[config.mk]
export PLATFORM = sky130hd
export DESIGN_NAME = phy_bmc_top
export DESIGN_NICKNAME = d
export VERILOG_FILES = /design/src/rtl/phy_bmc_pkg.sv /design/src/rtl/phy_bmc_rstseq.sv /design/src/rtl/phy_bmc_strap.sv /design/src/rtl/phy_bmc_fields.sv /design/src/rtl/phy_bmc_top.sv
export SDC_FILE = /design/constraint.sdc
export NUM_CORES = 1
export LEC_CHECK = 0
export BUFFER_PORTS_ARGS = -buffer_cell sky130_fd_sc_hd__buf_2
export CORE_UTILIZATION = 39
export DETAILED_ROUTE_END_ITERATION = 8
export GPL_TIMING_DRIVEN = 0
export PLACE_DENSITY = 0.75
export SYNTH_ARGS = -nofsm -noshare
export SYNTH_HDL_FRONTEND = slang
export SYNTH_SLANG_ARGS = --single-unit
export TNS_END_PERCENT = 1
[constraint.sdc]
create_clock -name clk -period 1.4 [get_ports clk]
set_input_delay 0.28 -clock clk [delete_from_list [all_inputs] [get_ports clk]]
set_output_delay 0.28 -clock clk [all_outputs]
set_load 0.03 [all_outputs]
[src/rtl/phy_bmc_pkg.sv]
package phy_bmc_pkg;

   localparam int DATA_W   = 16;
   localparam int BIT_RST  = 15;
   localparam int BIT_LOOP = 14;
   localparam int BIT_SPD  = 13;
   localparam int BIT_ANE  = 12;
   localparam int BIT_DPX  = 8;

   typedef struct packed {
      logic an_on;
      logic spd100;
   } strap_dflt_t;

   typedef struct packed {
      logic loop;
      logic spd100;
      logic an_req;
      logic dpx_full;
      logic an_block;
   } ctl_t;

   function automatic strap_dflt_t decode_strap(input logic [1:0] s);
      strap_dflt_t d;
      case (s)
         2'b01:   d = '{an_on: 1'b0, spd100: 1'b0};
         2'b10:   d = '{an_on: 1'b0, spd100: 1'b1};
         default: d = '{an_on: 1'b1, spd100: 1'b1};
      endcase
      return d;
   endfunction

endpackage

[src/rtl/phy_bmc_rstseq.sv]
module phy_bmc_rstseq #(
   parameter int RST_CYCLES = 16
) (
   input  logic clk,
   input  logic rst_n,
   input  logic start,
   output logic busy
);
   localparam int CNT_W = $clog2(RST_CYCLES + 1);
   localparam logic [CNT_W-1:0] CNT_LAST = CNT_W'(RST_CYCLES - 1);

   logic [CNT_W-1:0] cnt_q;
   logic             busy_q;

   always_ff @(posedge clk or negedge rst_n) begin
      if (!rst_n) begin
         busy_q <= 1'b1;
         cnt_q  <= CNT_LAST;
      end else if (busy_q) begin
         if (cnt_q == '0) busy_q <= 1'b0;
         else             cnt_q  <= cnt_q - 1'b1;
      end else if (start) begin
         busy_q <= 1'b1;
         cnt_q  <= CNT_LAST;
      end
   end

   assign busy = busy_q;
endmodule

[src/rtl/phy_bmc_strap.sv]
module phy_bmc_strap
   import phy_bmc_pkg::*;
#(
   parameter int SYNC_STAGES = 2
) (
   input  logic        clk,
   input  logic        rst_n,
   input  logic        capture,
   input  logic [1:0]  strap_pins,
   output strap_dflt_t dflt
);
   logic [1:0] synced;
   logic [1:0] latched_q;

   generate
      if (SYNC_STAGES == 0) begin : g_nosync
         assign synced = strap_pins;
      end else begin : g_sync
         logic [1:0] stage_q [SYNC_STAGES];
         for (genvar i = 0; i < SYNC_STAGES; i++) begin : g_stage
            always_ff @(posedge clk or negedge rst_n) begin
               if (!rst_n) stage_q[i] <= '0;
               else if (i == 0) stage_q[i] <= strap_pins;
               else stage_q[i] <= stage_q[(i == 0) ? 0 : i-1];
            end
         end
         assign synced = stage_q[SYNC_STAGES-1];
      end
   endgenerate

   always_ff @(posedge clk or negedge rst_n) begin
      if (!rst_n)       latched_q <= '0;
      else if (capture) latched_q <= synced;
   end

   assign dflt = decode_strap(latched_q);
endmodule

[src/rtl/phy_bmc_fields.sv]
module phy_bmc_fields
   import phy_bmc_pkg::*;
(
   input  logic        clk,
   input  logic        rst_n,
   input  logic        load_dflt,
   input  strap_dflt_t dflt,
   input  logic        wr_en,
   input  logic        wr_loop,
   input  logic        wr_spd,
   input  logic        wr_ane,
   input  logic        wr_dpx,
   output ctl_t        ctl
);
   ctl_t ctl_q;

   always_ff @(posedge clk or negedge rst_n) begin
      if (!rst_n) begin
         ctl_q <= '{loop: 1'b0, spd100: 1'b1, an_req: 1'b1, dpx_full: 1'b0, an_block: 1'b0};
      end else if (load_dflt) begin
         ctl_q.loop     <= 1'b0;
         ctl_q.spd100   <= dflt.spd100;
         ctl_q.an_req   <= dflt.an_on;
         ctl_q.dpx_full <= 1'b0;
         ctl_q.an_block <= ~dflt.an_on;
      end else if (wr_en) begin
         ctl_q.loop     <= wr_loop;
         ctl_q.spd100   <= wr_spd;
         ctl_q.an_req   <= wr_ane;
         ctl_q.dpx_full <= wr_dpx;
         if (!wr_ane) ctl_q.an_block <= 1'b0;
      end
   end

   assign ctl = ctl_q;
endmodule

[src/rtl/phy_bmc_top.sv]
module phy_bmc_top
   import phy_bmc_pkg::*;
#(
   parameter int ADDR_W      = 5,
   parameter int REG_ADDR    = 0,
   parameter int RST_CYCLES  = 16,
   parameter int SYNC_STAGES = 2
) (
   input  logic              clk,
   input  logic              rst_n,
   input  logic [ADDR_W-1:0] reg_addr,
   input  logic [15:0]       reg_wdata,
   input  logic              reg_we,
   output logic [15:0]       reg_rdata,
   input  logic [1:0]        strap_i,
   input  logic [1:0]        aux_lb_i,
   input  logic              hcd_100_i,
   input  logic              hcd_fd_i,
   output logic              soft_rst_o,
   output logic              mii_loop_o,
   output logic [1:0]        aux_lb_o,
   output logic              an_en_o,
   output logic              an_start_o,
   output logic              speed100_o,
   output logic              full_dpx_o
);
   localparam logic [ADDR_W-1:0] MY_ADDR = ADDR_W'(REG_ADDR);

   generate
      if (RST_CYCLES < SYNC_STAGES + 2) begin : g_bad_len
         $error("RST_CYCLES must exceed SYNC_STAGES + 1");
      end
      if (REG_ADDR < 0 || REG_ADDR >= (1 << ADDR_W)) begin : g_bad_addr
         $error("REG_ADDR does not fit in ADDR_W bits");
      end
   endgenerate

   logic        busy;
   logic        hit;
   logic        soft_go;
   logic        fld_wr;
   logic        an_prev_q;
   strap_dflt_t dflt;
   ctl_t        ctl;

   assign hit     = reg_we && (reg_addr == MY_ADDR);
   assign soft_go = hit && reg_wdata[BIT_RST] && !busy;
   assign fld_wr  = hit && !reg_wdata[BIT_RST] && !busy;

   phy_bmc_rstseq #(.RST_CYCLES(RST_CYCLES)) u_seq (
      .clk   (clk),
      .rst_n (rst_n),
      .start (soft_go),
      .busy  (busy)
   );

   phy_bmc_strap #(.SYNC_STAGES(SYNC_STAGES)) u_strap (
      .clk        (clk),
      .rst_n      (rst_n),
      .capture    (busy),
      .strap_pins (strap_i),
      .dflt       (dflt)
   );

   phy_bmc_fields u_fields (
      .clk       (clk),
      .rst_n     (rst_n),
      .load_dflt (busy),
      .dflt      (dflt),
      .wr_en     (fld_wr),
      .wr_loop   (reg_wdata[BIT_LOOP]),
      .wr_spd    (reg_wdata[BIT_SPD]),
      .wr_ane    (reg_wdata[BIT_ANE]),
      .wr_dpx    (reg_wdata[BIT_DPX]),
      .ctl       (ctl)
   );

   logic unused_wbits;
   assign unused_wbits = ^{reg_wdata[11:9], reg_wdata[7:0]};

   assign an_en_o = ctl.an_req && !ctl.an_block && !busy;

   always_ff @(posedge clk or negedge rst_n) begin
      if (!rst_n) an_prev_q <= 1'b0;
      else        an_prev_q <= an_en_o;
   end

   assign an_start_o = an_en_o && !an_prev_q;
   assign soft_rst_o = busy;
   assign mii_loop_o = ctl.loop && !busy;
   assign aux_lb_o   = ctl.loop ? 2'b00 : aux_lb_i;
   assign speed100_o = an_en_o ? hcd_100_i : ctl.spd100;
   assign full_dpx_o = an_en_o ? hcd_fd_i  : ctl.dpx_full;

   always_comb begin
      reg_rdata = '0;
      if (reg_addr == MY_ADDR) begin
         reg_rdata[BIT_RST]  = busy;
         reg_rdata[BIT_LOOP] = ctl.loop;
         reg_rdata[BIT_SPD]  = ctl.spd100;
         reg_rdata[BIT_ANE]  = ctl.an_req;
         reg_rdata[BIT_DPX]  = ctl.dpx_full;
      end
   end
endmodule

==> results of run 1 <==
-- worst max-delay path, stage by stage (launching register included) --
cell and delay (ns):
dfstp_2 0.54, nor3b_4 0.28, mux2_4 0.33, buf_6 0.14
-- through the flow --
stage	setup TNS, ns	total power, mW
2_1_floorplan	-1.02	1.51
3_3_place_gp	-1.74	1.68
3_5_place_dp	-2.20	1.73
4_1_cts	-2.80	2.21
5_1_grt	-3.29	2.44
6_report	-2.59	2.31
-- Yosys cell counts --
master | instances | share of area [%]
or4b_4 | 1 | 1.4
a221oi_1 | 2 | 1.8
nor3_2 | 1 | 1.0
a211oi_1 | 1 | 0.77
nor3_1 | 3 | 1.5
o211a_1 | 1 | 1.0
or3b_1 | 1 | 0.90
or3_1 | 1 | 0.64
clkbuf_1 | 1 | 0.38
conb_1 | 1 | 0.38
inv_1 | 5 | 1.9
nor4b_1 | 1 | 0.90
buf_4 | 11 | 8.5
dfstp_2 | 7 | 19
a22oi_1 | 1 | 0.77
o2bb2ai_1 | 1 | 0.90
nor2b_1 | 4 | 2.6
nor2_1 | 4 | 1.5
mux2_2 | 3 | 3.5
o311a_1 | 1 | 1.0
or4_1 | 1 | 0.77
a31oi_1 | 1 | 0.64
clkbuf_8 | 1 | 1.4
dfrtp_1 | 11 | 28
xnor2_1 | 2 | 1.8
and2_1 | 1 | 0.64
o21a_1 | 1 | 0.77
nor3b_1 | 1 | 0.77
ha_1 | 2 | 2.6
nand2b_1 | 2 | 1.3
and3_1 | 5 | 3.2
a41oi_1 | 1 | 0.90
nand2_1 | 1 | 0.38
nand3_1 | 2 | 1.0
or2b_1 | 1 | 0.77
o21ai_0 | 7 | 3.6
a21oi_1 | 2 | 1.0
-- layer usage --
metal  part of all wire [%]  GRT usage (%)
met5                      0              0
met4                      0          0.901
met1                     42           16.3
met2                     50           28.6
met3                    7.9           4.97
-- sequential cells by signal (all words and copies together) (netlist names) --
name	count
an_prev_q	1
u_fields.ctl	5
u_seq.busy	1
u_seq.cnt_q	5
u_strap.g_sync.stage_q	2
u_strap.latched_q	2
u_strap.synced	2
-- final cells by class --
class / count / area [um2]
clock buffer: 4 / 36.3
multi-input combinational: 67 / 513
timing repair buffer: 35 / 241
tap: 28 / 35.0
fill: 188 / 850
sequential: 18 / 459
inverter: 5 / 18.8
buffer: 13 / 123
-- power groups by stage --
stage,sequential (mW),combinational [mW],clock [mW]
global route,0.873,1.23,0.343
floorplan,0.839,0.670,0
finish,0.852,1.15,0.308
detailed placement,0.856,0.869,0
global placement,0.845,0.836,0
CTS,0.844,1.05,0.317
-- timing repair --
item | CTS | global route
hold endpoints to repair | 11 | 0
endpoints found under the setup margin | 16 | 17
pin swaps | 0 | 2
hold buffers | 1 | 0
resized for setup | 24 | 11
setup buffers | 2 | 1
-- final timing paths --
kind / depth (start not counted) / start / end / slack (ns)
worst max-delay path: 3 / u_fields.ctl[2] / speed100_o / -0.46
worst min-delay path: 1 / strap_i[1] / u_strap.g_sync.stage_q[3] / 0.1
worst max register to register: 5 / u_seq.cnt_q[1] / u_seq.cnt_q[1] / -0.14
worst min register to register: 0 / u_strap.g_sync.stage_q[2] / u_strap.synced[0] / 0.36
max in group asynchronous: 2 / rst_n / u_seq.cnt_q[0] / 0.65
min in group asynchronous: 2 / rst_n / an_prev_q / 0.44
-- logic make-up after synthesis --
| family | share of synthesized area [%] |
|---|---|
| XOR/XNOR | 1.80 |
| other | 0.384 |
| multiplexers | 3.46 |
| AO/OA/AOI/OAI | 13.2 |
| buffers and inverters | 12.2 |
| adder cells (fa/ha/maj) | 2.56 |
| AND/OR/NAND/NOR | 19.4 |
| flip-flops | 47.1 |
==> flow_summary_export.csv, run 1 <==
group,metric,value,unit
run,cap_violations,0,
timing,slew_viol_final,0,
synthesis,synthesis.area,976,um2
global_routing,overflow,0,
clocking,cts_made_buffers,3,
timing,hold_viol,0,
timing,worst_hold_slack,0.0955,ns
clocking,clkTransAtPathRegs,0.10,ns
global_routing,grtUsageTotal,14.9,%
synthesis,synth_cell_types,37,
timing,worst-slew-pin-transition,0.699,ns
layout,drive_above_1_share,52.1,%
global_routing,grt_pass1_wl,3040,um
timing,finalSetupViolCount,10,
power,leakage,0.694,nW
timing,setup_ws,-0.461,ns
critical_path,worstSetupPathType,"reg -> out",
layout,antenna_cells,0,
layout,layout_commonest_cell,"buf_2",
synthesis,syn_area_per_cell,10.5,um2
critical_path,cp.required,1.12,ns
clocking,cts_sinks,18,
outcome,violations,"setup timing",
critical_path,path_max_fanout,4,
critical_path,cp.arrival,1.58,ns
detailed_routing,via_per_inst,4.89,
clocking,cts_root_buf,"clkbuf_4",
power,vdd_drop_max,1.21,mV
layout,layout_common_cells,"buf_2 (20), buf_4 (16), conb_1 (11), dfrtp_1 (11)",
timing,finClkSkew,0.00378,ns
timing,fin_crit_sh,133,%
synthesis,yosysWarnings,0,
critical_path,start_kind,"register",
timing,fmax,0.537,GHz
worst_hold_path,hold_class,"in -> reg",
floorplan,ioPinCount,54,
global_routing,grt_max_degree,19,
synthesis,synth_cells,93,
power,combPwrFrac,49.8,%
layout,final_nets,175,
timing,slew_headroom,52.8,%
clocking,clkLatencyLatePin,0.28,ns
detailed_routing,postRouteAntennaNets,0,
placement,dp_hpwl,1480,um
floorplan,die_h,52.0,um
timing,rsz0062_at_grt,"true",
floorplan,die-area,2710,um2
placement,dp.cells,162,
clocking,clock_path_buffers,2,
timing,min_period,1.86,ns
layout,finalNonFillerCells,170,
power,p_int,1.47,mW
power,swShare,36.3,%
power,p_per_area,1620,nW/um2
detailed_routing,wl_per_cell,11.9,um
outcome,run_status,"finished with violations",
detailed_routing,drc,0,
synthesis,ys_seq_elements,18,
floorplan,rows,17,
floorplan,fp.dieW,52.0,um
floorplan,start_util,42.9,%
placement,dpl_worst_slack,-0.251,ns
global_routing,antenna_found_initial,0,
placement,placed_area,1240,um2
detailed_routing,drt_wl_total,2020,um
layout,final_util,62.7,%
power,power.switching,840,uW
clocking,ctsHtreeMaxLevel,1,
layout,area_growth,46.2,%
global_routing,grt_pass1_vias,734,
layout,final_area,1430,um2
detailed_routing,first_iter_violations,12,
power,clkPwrFrac,13.3,%
placement,gp_congestion,0.774,
detailed_routing,num_vias,831,
detailed_routing,firstDrtPassIters,4,
synthesis,synth_seq_area_share,47.1,%
critical_path,crit_path_end_kind,"output port",
power,sequentialPowerShare,36.8,%
floorplan,core_area,2280,um2
clocking,cts_tree,"built",
placement,port_buffers,31,
Note: power is estimated with default switching activity, not from simulation.
==> run 2, diff against run 1 <==
--- a/config.mk
+++ b/config.mk
@@ -8,6 +8,7 @@
 export BUFFER_PORTS_ARGS = -buffer_cell sky130_fd_sc_hd__buf_2
 export CORE_UTILIZATION = 39
 export DETAILED_ROUTE_END_ITERATION = 8
+export GPL_ROUTABILITY_DRIVEN = 0
 export GPL_TIMING_DRIVEN = 0
 export PLACE_DENSITY = 0.75
 export SYNTH_ARGS = -nofsm -noshare
==> constraint.sdc (replaced) <==
create_clock -name clk -period 1.4 [get_ports clk]
set_input_delay 0.14 -clock clk [delete_from_list [all_inputs] [get_ports clk]]
set_output_delay 0.14 -clock clk [all_outputs]
set_load 0.03 [all_outputs]
==> flow_summary_export.csv, run 2 (synthesis gave the netlist of run 1 again) <==
group,metric,value,unit
outcome,run_status,"finished with violations",
outcome,violations,"setup timing",
placement,port_buffers,31,
detailed_routing,routed-wl-met3,168,um
clocking,ctsHtreeMaxLevel,1,
detailed_routing,wl_met1,827,um
layout,layout_common_cells,"buf_2 (25), buf_4 (15), conb_1 (11), dfrtp_1 (11), dfstp_2 (7)",
detailed_routing,firstDrtPassIters,4,
timing,worst-slew-pin-transition,0.698,ns
power,power.switching,834,uW
timing,rsz0062_at_grt,"true",
global_routing,grt_pass1_vias,775,
detailed_routing,via_per_inst,4.95,
timing,slew_viol_final,0,
timing,hold_viol,0,
worst_hold_path,hold_class,"in -> reg",
layout,layout_commonest_cell,"buf_2",
detailed_routing,wl_per_cell,11.8,um
timing,finClkSkew,0.00308,ns
layout,final_util,62.2,%
detailed_routing,num_vias,851,
global_routing,grt_max_degree,19,
floorplan,core_area,2280,um2
timing,worst_hold_slack,0.0913,ns
detailed_routing,postRouteAntennaNets,0,
timing,finalSetupViolCount,8,
detailed_routing,dr_wl_met2,1040,um
critical_path,path_max_fanout,4,
power,p_int,1.47,mW
power,combPwrFrac,49.7,%
clocking,clkLatencyLatePin,0.28,ns
timing,fin_crit_sh,122,%
global_routing,grt_pass1_wl,3170,um
global_routing,grtUsageTotal,15.5,%
critical_path,cp.arrival,1.57,ns
clocking,cts_tree,"built",
power,clkPwrFrac,13.4,%
layout,finalNonFillerCells,172,
power,sequentialPowerShare,36.9,%
clocking,cts_sinks,18,
critical_path,crit_path_top_delay_cell,"dfstp_2",
global_routing,overflow,0,
critical_path,cp.required,1.26,ns
critical_path,worstSetupPathType,"reg -> out",
clocking,cts_made_buffers,3,
global_routing,antenna_found_initial,0,
critical_path,crit_path_end_kind,"output port",
power,vdd_drop_max,1.22,mV
layout,drive_above_1_share,50.7,%
run,cap_violations,0,
floorplan,die_h,52.0,um
critical_path,start_kind,"register",
detailed_routing,drt_wl_total,2030,um
floorplan,rows,17,
clocking,clock_path_buffers,2,
power,leakage,0.702,nW
placement,dp_hpwl,1480,um
floorplan,ioPinCount,54,
floorplan,die-area,2710,um2
layout,area_growth,45.0,%
detailed_routing,first_iter_violations,12,
floorplan,start_util,42.9,%
timing,min_period,1.71,ns
critical_path,slowest_delay,0.54,ns
power,swShare,36.2,%
timing,fmax,0.585,GHz
layout,final_nets,177,
floorplan,fp.dieW,52.0,um
power,p_per_area,1630,nW/um2
timing,setup_ws,-0.311,ns
detailed_routing,drc,0,
placement,dp.cells,162,
detailed_routing,dr.max_layer_used,"met3",
critical_path,cp_cell_sequence,"nor3b_4, mux2_4, buf_6",
clocking,cts_root_buf,"clkbuf_4",
layout,antenna_cells,0,
timing,slew_headroom,52.9,%
clocking,clkTransAtPathRegs,0.10,ns
run 2: power groups by stage:
| stage | combinational, mW | clock (mW) | sequential, mW |
|---|---|---|---|
| global placement | 0.836 | 0 | 0.845 |
| finish | 1.14 | 0.309 | 0.848 |
| CTS | 1.05 | 0.317 | 0.843 |
| global route | 1.22 | 0.343 | 0.871 |
| floorplan | 0.670 | 0 | 0.839 |
| detailed placement | 0.869 | 0 | 0.856 |
run 2: stage by stage:
stage	total power [mW]	setup TNS, ns	instance area, um2	setup slack [ns]
after floorplan	1.51	-0.361	1050	-0.107
after global routing	2.44	-2.20	1420	-0.383
after global placement	1.68	-0.479	1240	-0.152
after detailed placement	1.73	-0.829	1240	-0.189
after CTS	2.21	-1.83	1380	-0.324
final	2.30	-1.56	1420	-0.311
run 2: what timing repair did:
action / in CTS / in global routing
gates cloned: 0 / 0
pin swaps: 0 / 1
hold endpoints to repair: 13 / 0
gates resized for setup: 18 / 7
setup endpoints to repair: 12 / 13
buffers inserted: 2 / 1
hold buffers: 3 / 0
run 2: final cells by class:
class                      instances  area [um2]
fill                             190         861
inverter                           5        18.8
multi-input combinational         67         502
buffer                            13         123
timing repair buffer              37         241
clock buffer                       4        36.3
tap                               28        35.0
sequential                        18         459
run 2: final timing paths:
kind,slack (ns),startpoint,depth (start not counted),end
setup reg to reg,-0.14,u_seq.cnt_q[0],5,u_seq.cnt_q[1]
min in group asynchronous,0.30,rst_n,2,an_prev_q
setup / recovery,-0.31,u_fields.ctl[2],3,speed100_o
hold reg to reg,0.36,u_strap.g_sync.stage_q[2],0,u_strap.synced[0]
max in group asynchronous,0.79,rst_n,2,u_seq.cnt_q[0]
hold / removal,0.09,reg_wdata[8],3,u_fields.ctl[1]
run 2: per-layer routing:
| metal | global-route usage, % | vias to the layer above |
|---|---|---|
| li1 | - | 411 |
| met1 | 16.3 | 404 |
| met2 | 30.8 | 36 |
| met3 | 4.97 | 0 |
| met4 | 0.901 | 0 |
| met5 | 0 | - |
run 2: critical path: cells and delay by family, from the launching register on:
family / cells / cell delay [ns]
buf+inv: 1 / 0.14
mux: 1 / 0.33
simple gates: 1 / 0.27
flops: 1 / 0.54
